==> src/rtl/memcyc_pkg.sv <==
package memcyc_pkg;
   typedef enum logic [1:0] {
      OP_READ  = 2'd0,
      OP_WRITE = 2'd1,
      OP_FILL  = 2'd2,
      OP_BLOCK = 2'd3
   } op_e;

   typedef enum logic [2:0] {
      S_IDLE, S_ADDR, S_FETCH, S_SETUP, S_STROBE, S_RECOV, S_END
   } seq_st_e;
endpackage

==> src/rtl/memcyc_addr.sv <==
module memcyc_addr #(
   parameter int ADDR_W = 19,
   parameter int LEN_W  = 16
) (
   input  logic              clk,
   input  logic              rst_n,
   input  logic              load,
   input  logic [ADDR_W-1:0] load_addr,
   input  logic [LEN_W-1:0]  load_len,
   input  logic              step,
   output logic [ADDR_W-1:0] addr,
   output logic              last
);
   logic [LEN_W-1:0] remain;

   always_ff @(posedge clk or negedge rst_n) begin
      if (!rst_n) begin
         addr   <= '0;
         remain <= '0;
      end else if (load) begin
         addr   <= load_addr;
         remain <= load_len;
      end else if (step) begin
         addr   <= addr + 1'b1;
         remain <= remain - 1'b1;
      end
   end

   assign last = (remain <= LEN_W'(1));
endmodule

==> src/rtl/memcyc_ctrl.sv <==
module memcyc_ctrl
   import memcyc_pkg::*;
#(
   parameter int DATA_W   = 8,
   parameter int RD_SETUP = 1,
   parameter int RD_PULSE = 3,
   parameter int WR_SETUP = 2,
   parameter int WR_PULSE = 2
) (
   input  logic              clk,
   input  logic              rst_n,
   input  logic              cmd_valid,
   input  op_e               cmd_op,
   input  logic [DATA_W-1:0] cmd_data,
   input  logic              len_zero,
   input  logic              strm_valid,
   input  logic [DATA_W-1:0] strm_data,
   input  logic [DATA_W-1:0] mem_din,
   input  logic              last,
   output logic              cmd_ready,
   output logic              load,
   output logic              step,
   output logic              done,
   output logic              strm_ready,
   output logic              mreq_n,
   output logic              rd_n,
   output logic              wr_n,
   output logic              dout_en,
   output logic [DATA_W-1:0] dout,
   output logic [DATA_W-1:0] rd_data
);
   localparam int MAX_A = (RD_SETUP > RD_PULSE) ? RD_SETUP : RD_PULSE;
   localparam int MAX_B = (WR_SETUP > WR_PULSE) ? WR_SETUP : WR_PULSE;
   localparam int MAX_D = (MAX_A > MAX_B) ? MAX_A : MAX_B;
   localparam int PH_W  = $clog2(MAX_D + 1);

   seq_st_e          st;
   op_e              op_q;
   logic [PH_W-1:0]  ph;
   logic [PH_W-1:0]  setup_end, pulse_end;
   logic             is_read, is_burst, in_req;

   assign is_read   = (op_q == OP_READ);
   assign is_burst  = (cmd_op == OP_FILL) || (cmd_op == OP_BLOCK);
   assign setup_end = is_read ? PH_W'(RD_SETUP - 1) : PH_W'(WR_SETUP - 1);
   assign pulse_end = is_read ? PH_W'(RD_PULSE - 1) : PH_W'(WR_PULSE - 1);

   always_ff @(posedge clk or negedge rst_n) begin
      if (!rst_n) begin
         st      <= S_IDLE;
         op_q    <= OP_READ;
         ph      <= '0;
         done    <= 1'b0;
         dout    <= '0;
         rd_data <= '0;
      end else begin
         done <= 1'b0;
         case (st)
            S_IDLE: if (cmd_valid) begin
               op_q <= cmd_op;
               dout <= cmd_data;
               if (is_burst && len_zero) done <= 1'b1;
               else                      st   <= S_ADDR;
            end
            S_ADDR: begin
               ph <= '0;
               st <= (op_q == OP_BLOCK) ? S_FETCH : S_SETUP;
            end
            S_FETCH: if (strm_valid) begin
               dout <= strm_data;
               ph   <= '0;
               st   <= S_SETUP;
            end
            S_SETUP: begin
               if (ph == setup_end) begin
                  ph <= '0;
                  st <= S_STROBE;
               end else ph <= ph + 1'b1;
            end
            S_STROBE: begin
               if (ph == pulse_end) begin
                  if (is_read) rd_data <= mem_din;
                  ph <= '0;
                  st <= S_RECOV;
               end else ph <= ph + 1'b1;
            end
            S_RECOV: begin
               ph <= '0;
               if (last)                      st <= S_END;
               else if (op_q == OP_BLOCK)     st <= S_FETCH;
               else                           st <= S_SETUP;
            end
            S_END: begin
               done <= 1'b1;
               st   <= S_IDLE;
            end
            default: st <= S_IDLE;
         endcase
      end
   end

   assign in_req     = (st == S_FETCH) || (st == S_SETUP) || (st == S_STROBE) ||
                       (st == S_RECOV) || (st == S_END);
   assign cmd_ready  = (st == S_IDLE);
   assign load       = (st == S_IDLE) && cmd_valid;
   assign step       = (st == S_RECOV) && !last;
   assign strm_ready = (st == S_FETCH);
   assign mreq_n     = !in_req;
   assign rd_n       = !(is_read && (st == S_STROBE));
   assign wr_n       = !(!is_read && (st == S_STROBE));
   assign dout_en    = !is_read &&
                       ((st == S_SETUP) || (st == S_STROBE) || (st == S_RECOV));
endmodule

==> src/rtl/memcyc_seq.sv <==
module memcyc_seq
   import memcyc_pkg::*;
#(
   parameter int ADDR_W   = 19,
   parameter int DATA_W   = 8,
   parameter int LEN_W    = 16,
   parameter int RD_SETUP = 1,
   parameter int RD_PULSE = 3,
   parameter int WR_SETUP = 2,
   parameter int WR_PULSE = 2
) (
   input  logic              clk,
   input  logic              rst_n,
   input  logic              cmd_valid,
   output logic              cmd_ready,
   input  logic [1:0]        cmd_op,
   input  logic [ADDR_W-1:0] cmd_addr,
   input  logic [DATA_W-1:0] cmd_data,
   input  logic [LEN_W-1:0]  cmd_len,
   output logic              done,
   output logic [DATA_W-1:0] rd_data,
   input  logic              strm_valid,
   output logic              strm_ready,
   input  logic [DATA_W-1:0] strm_data,
   output logic [ADDR_W-1:0] mem_addr,
   output logic [DATA_W-1:0] mem_dout,
   output logic              mem_dout_en,
   input  logic [DATA_W-1:0] mem_din,
   output logic              mreq_n,
   output logic              rd_n,
   output logic              wr_n
);
   generate
      if (RD_SETUP < 1 || RD_PULSE < 1 || WR_SETUP < 1 || WR_PULSE < 1) begin : g_bad_timing
         $error("memcyc_seq: every setup and pulse count must be at least 1");
      end
      if (ADDR_W < 1 || DATA_W < 1 || LEN_W < 1) begin : g_bad_width
         $error("memcyc_seq: widths must be positive");
      end
   endgenerate

   op_e              op_in;
   logic             burst_in, len_zero, load, step, last;
   logic [LEN_W-1:0] eff_len;

   assign op_in    = op_e'(cmd_op);
   assign burst_in = (op_in == OP_FILL) || (op_in == OP_BLOCK);
   assign len_zero = (cmd_len == '0);
   assign eff_len  = burst_in ? cmd_len : LEN_W'(1);

   memcyc_addr #(.ADDR_W(ADDR_W), .LEN_W(LEN_W)) addr_i (
      .clk(clk), .rst_n(rst_n), .load(load), .load_addr(cmd_addr),
      .load_len(eff_len), .step(step), .addr(mem_addr), .last(last)
   );

   memcyc_ctrl #(
      .DATA_W(DATA_W), .RD_SETUP(RD_SETUP), .RD_PULSE(RD_PULSE),
      .WR_SETUP(WR_SETUP), .WR_PULSE(WR_PULSE)
   ) ctrl_i (
      .clk(clk), .rst_n(rst_n), .cmd_valid(cmd_valid), .cmd_op(op_in),
      .cmd_data(cmd_data), .len_zero(len_zero), .strm_valid(strm_valid),
      .strm_data(strm_data), .mem_din(mem_din), .last(last),
      .cmd_ready(cmd_ready), .load(load), .step(step), .done(done),
      .strm_ready(strm_ready), .mreq_n(mreq_n), .rd_n(rd_n), .wr_n(wr_n),
      .dout_en(mem_dout_en), .dout(mem_dout), .rd_data(rd_data)
   );
endmodule

==> config.mk <==
export PLATFORM = sky130hd
export DESIGN_NAME = memcyc_seq
export DESIGN_NICKNAME = d
export VERILOG_FILES = /design/src/rtl/memcyc_pkg.sv /design/src/rtl/memcyc_addr.sv /design/src/rtl/memcyc_ctrl.sv /design/src/rtl/memcyc_seq.sv
export SDC_FILE = /design/constraint.sdc
export NUM_CORES = 1
export LEC_CHECK = 0
export BUFFER_PORTS_ARGS = -buffer_cell sky130_fd_sc_hd__buf_2
export CAP_MARGIN = 5
export CORE_MARGIN = 2
export CORE_UTILIZATION = 39
export CTS_CLUSTER_SIZE = 40
export DETAILED_ROUTE_END_ITERATION = 12
export PLACE_DENSITY = 0.62
export SLEW_MARGIN = 20
export SYNTH_ARGS = -nofsm -noshare
export SYNTH_HDL_FRONTEND = slang
export SYNTH_SLANG_ARGS = --single-unit
==> constraint.sdc <==
create_clock -name clk -period 5.4 [get_ports clk]
set_input_delay 1.35 -clock clk [delete_from_list [all_inputs] [get_ports clk]]
set_output_delay 1.35 -clock clk [all_outputs]
set_load 0.01 [all_outputs]
==> metrics.md <==
| Metric | Value |
|---|---|
| Maximum count of clock buffers along a single path | `2` |
| CP Buf/Inv Count | `1` |
| CTS sink count | `59` |
| Antenna diode count | `0` |
| Number of design rule violations left after detail routing | `0` |
| Total grt overflow | `0` |
| Hold EP | `ctrl_i.dout[6]` |
| Layout cells sized above 1 | `0.312` |
| Maximum number of pins on one net before global-route repair | `60` |
| Die width | `96.6 um` |
| 1st-iter DRT viols | `136` |
| Final hold violation count | `0` |
| Number of global-route vias before repair | `3028` |
| Total count of max-transition violations in the final report | `0` |
| Worst hold path cell count | `2` |
| Global placement routability congestion | `0.826` |
| Arrival time of the worst setup path | `1.83 ns` |
| Total wire length | `8870 um` |
| Master of the slowest instance on the critical path | `sky130_fd_sc_hd__dfrtp_1` |
| Final setup margin | `2.22 ns` |
| Gate count after technology mapping | `361` |
| Number of top-level design ports | `107` |
| Leading post-synthesis cells by cell area | `sky130_fd_sc_hd__dfrtp_1, sky130_fd_sc_hd__nor2_1, sky130_fd_sc_hd__nand3_1, sky130_fd_sc_hd__nand2_1, sky130_fd_sc_hd__a21oi_1` |
| Startpoint of the worst hold path | `ctrl_i.dout[6]` |
| Post-route minimum period | `3.18 ns` |
| Largest delay share family, worst path | `flip-flops` |
| Mapped Avg Cell Area | `9.25 um2` |
| Max incr delay on CP | `0.62 ns` |
| Fin Hold WS | `0.499 ns` |
| Peak clock frequency supported by timing | `314 MHz` |
| Synthesis-to-layout area growth | `23.0%` |
| TritonCTS buffer count | `9` |
| CTS tree | `built` |
| Average vias per placed instance | `5.64` |
| Most common cell in the netlist | `sky130_fd_sc_hd__dfrtp_1` |
| Clock tree root buffer cell | `sky130_fd_sc_hd__clkbuf_8` |
| Initial cell density of the core | `0.405` |
| Die Span Y | `96.6 um` |
| Layout net count | `525` |
| Number of hold buffers added after cts | `0` |
| Warnings, synthesis | `0` |
| Critical path, cell by cell | `nor3b_1, o21ai_0, buf_2` |
| Async S/R FF share, synth | `1.00` |
| Largest area contributor in the netlist | `sky130_fd_sc_hd__dfrtp_1` |
| Max FO, Critical Path | `16` |
| Post-route antenna net violation count | `0` |
| Share of the clock period used by the worst path | `0.590` |
| Number of endpoints failing setup at the final stage | `0` |
| Number of library cell types mapped by synthesis | `59` |
| Seq/Total Area, Yosys | `0.442` |
| Worst reg2reg path depth | `5` |
| Initial antenna violation count | `0` |
| Reg2Reg Launch Point | `addr_i.remain[14]` |
| Wire length of the first global-routing pass | `14500 um` |
| HP Class | `reg2reg` |
| Post-synth EDFFs | `0` |
| Required time worst endpoint | `4.05 ns` |
| Clock latency reported for the late side of the worst-skew pair | `0.33 ns` |
| Mean routed wirelength per cell | `15.7 um` |
| Mapped Nets | `429` |
| RR Endpoint | `addr_i.addr[13]` |
| Floorplan Core Area | `0.00826 mm2` |
| Outcome | `complete, no violations` |
| DIE AREA | `0.00932 mm2` |
| Pre-CTS setup slack | `1.93 ns` |
| Num rows | `33` |
| Port Buf Inserts | `106` |
| Worst Path Class, Setup | `reg2out` |
| Final Skew | `0.00806 ns` |
| Pleak | `1.78 nW` |
| Power Dens Cells | `522 mW/mm2` |
| Max Cap Viol | `0` |
| Area fraction of the dominant cell type after synthesis | `0.442` |
| Headroom to the max-slew limit | `0.357` |
| Top cell types by occurrence after synthesis | `sky130_fd_sc_hd__dfrtp_1, sky130_fd_sc_hd__nor2_1, sky130_fd_sc_hd__nand2_1` |
| Maximum VDD drop | `0.210 mV` |
| RSZ-0062 raised after global routing | `no` |
| Startpoint Class | `register` |
| Worst setup slack for register-to-register paths | `2.62 ns` |
| Post CTS Setup Buffer Count | `0` |
| Post-Route Setup TNS | `0 ns` |
| Overall fraction of global-route tracks in use | `0.202` |
| Endpoint kind of the worst setup timing path | `output pin` |
| Total vias in the final route | `3191` |
| Synthesis-stage register bit count | `59` |
| # H-tree levels | `3` |
| Netlist area before placement | `0.00334 mm2` |
| Most frequently used flop master after synthesis | `sky130_fd_sc_hd__dfrtp_1` |
| TritonRoute pass-1 iters | `4` |
| Worst Max-Slew Pin Slew | `0.965 ns` |
| Resized cells post-CTS | `0` |
| Placed wire-length estimate | `6200 um` |
| Clock slew seen by the registers of the worst setup and hold paths | `0.06 ns` |
## routing by layer
| metal | vias to the layer above | global-route usage | share of wire |
|---|---|---|---|
| met3 | 8 | 0.0512 | 0.069 |
| li1 | 1557 | - | - |
| met1 | 1525 | 0.268 | 0.46 |
| met2 | 101 | 0.317 | 0.46 |
| met4 | 0 | 0.0786 | 0.011 |
| met5 | - | 0 | 0 |
## cell families (layout without fill, tap and decap cells)
group,Yosys count,count (layout),share of synthesized area
flops,59,59,0.442
simple gates,146,146,0.228
buf+inv,29,129,0.0375
mux,10,10,0.0330
compound gates,101,101,0.214
fa+ha+maj,3,3,0.0112
xor+xnor,13,13,0.0341
## sequential cells by signal, summed over array words and instances, names as in the netlist
name            cells
addr_i.addr        19
addr_i.remain      16
ctrl_i.dout         8
ctrl_i.rd_data      8
ctrl_i.st           3
ctrl_i.op_q         2
ctrl_i.ph           2
ctrl_i.done         1
## power by group
part           switching, W  internal, W
sequential         0.000240     0.000640
clock              0.000173     0.000236
combinational      0.000461     0.000393
total              0.000875      0.00127
## worst register-to-register path, stage by stage (launching register included)
cell                       delay (ns)
sky130_fd_sc_hd__dfrtp_1         0.40
sky130_fd_sc_hd__or4_4           0.57
sky130_fd_sc_hd__nor4_2          0.84
sky130_fd_sc_hd__a211oi_1        0.40
sky130_fd_sc_hd__a311oi_1        0.35
sky130_fd_sc_hd__a211oi_1        0.08
## how the worst max path moves through the flow
stage / start / to / slack, ns / cells past startpoint
6_report: ctrl_i.st[2] / wr_n / 2.22 / 3
5_1_grt: ctrl_i.st[2] / wr_n / 2.02 / 3
4_1_cts: ctrl_i.st[2] / wr_n / 2.20 / 3
3_5_place_dp: cmd_valid / addr_i.addr[7] / 1.93 / 6
3_3_place_gp: cmd_valid / addr_i.addr[7] / 1.99 / 6
2_1_floorplan: cmd_valid / addr_i.addr[7] / 2.57 / 6
## layout make-up
cell class / count / area (um2)
clock buffers: 13 / 159
fillers: 856 / 4150
multi-input cells: 273 / 1740
well taps: 105 / 131
clock inverters: 2 / 35.0
repair buffers: 108 / 546
flip-flops and latches: 59 / 1480
inverters: 6 / 22.5
## through the flow
| step | total power (W) | cells | utilization | area (um2) |
|---|---|---|---|---|
| after floorplan | 0.00144 | 361 | - | 3340 |
| after global placement | 0.00172 | 551 | 0.474 | 3920 |
| after detailed placement | 0.00174 | 551 | 0.474 | 3920 |
| after CTS | 0.00216 | 566 | 0.498 | 4110 |
| after global routing | 0.00232 | 566 | 0.498 | 4110 |
| final | 0.00214 | 566 | 0.498 | 4110 |
## cells in the final DEF, fill, tap and decap left out, types with 6 or more instances in the layout
cell type | synthesis | layout
sky130_fd_sc_hd__inv_1 | 6 | 6
sky130_fd_sc_hd__a21oi_1 | 20 | 20
sky130_fd_sc_hd__nand3_1 | 26 | 26
sky130_fd_sc_hd__dfrtp_1 | 59 | 59
sky130_fd_sc_hd__xor2_1 | 8 | 8
sky130_fd_sc_hd__o22ai_1 | 9 | 9
sky130_fd_sc_hd__buf_2 | 1 | 106
sky130_fd_sc_hd__o211ai_1 | 10 | 10
sky130_fd_sc_hd__a31oi_1 | 6 | 6
sky130_fd_sc_hd__nand2_1 | 27 | 27
sky130_fd_sc_hd__o21ai_0 | 17 | 17
sky130_fd_sc_hd__mux2_2 | 8 | 8
sky130_fd_sc_hd__and3_1 | 7 | 7
sky130_fd_sc_hd__clkbuf_8 | 0 | 11
sky130_fd_sc_hd__nor4_1 | 7 | 7
sky130_fd_sc_hd__nor2_1 | 35 | 35
sky130_fd_sc_hd__nor3_1 | 9 | 9
(Power assumes the default switching activity.)
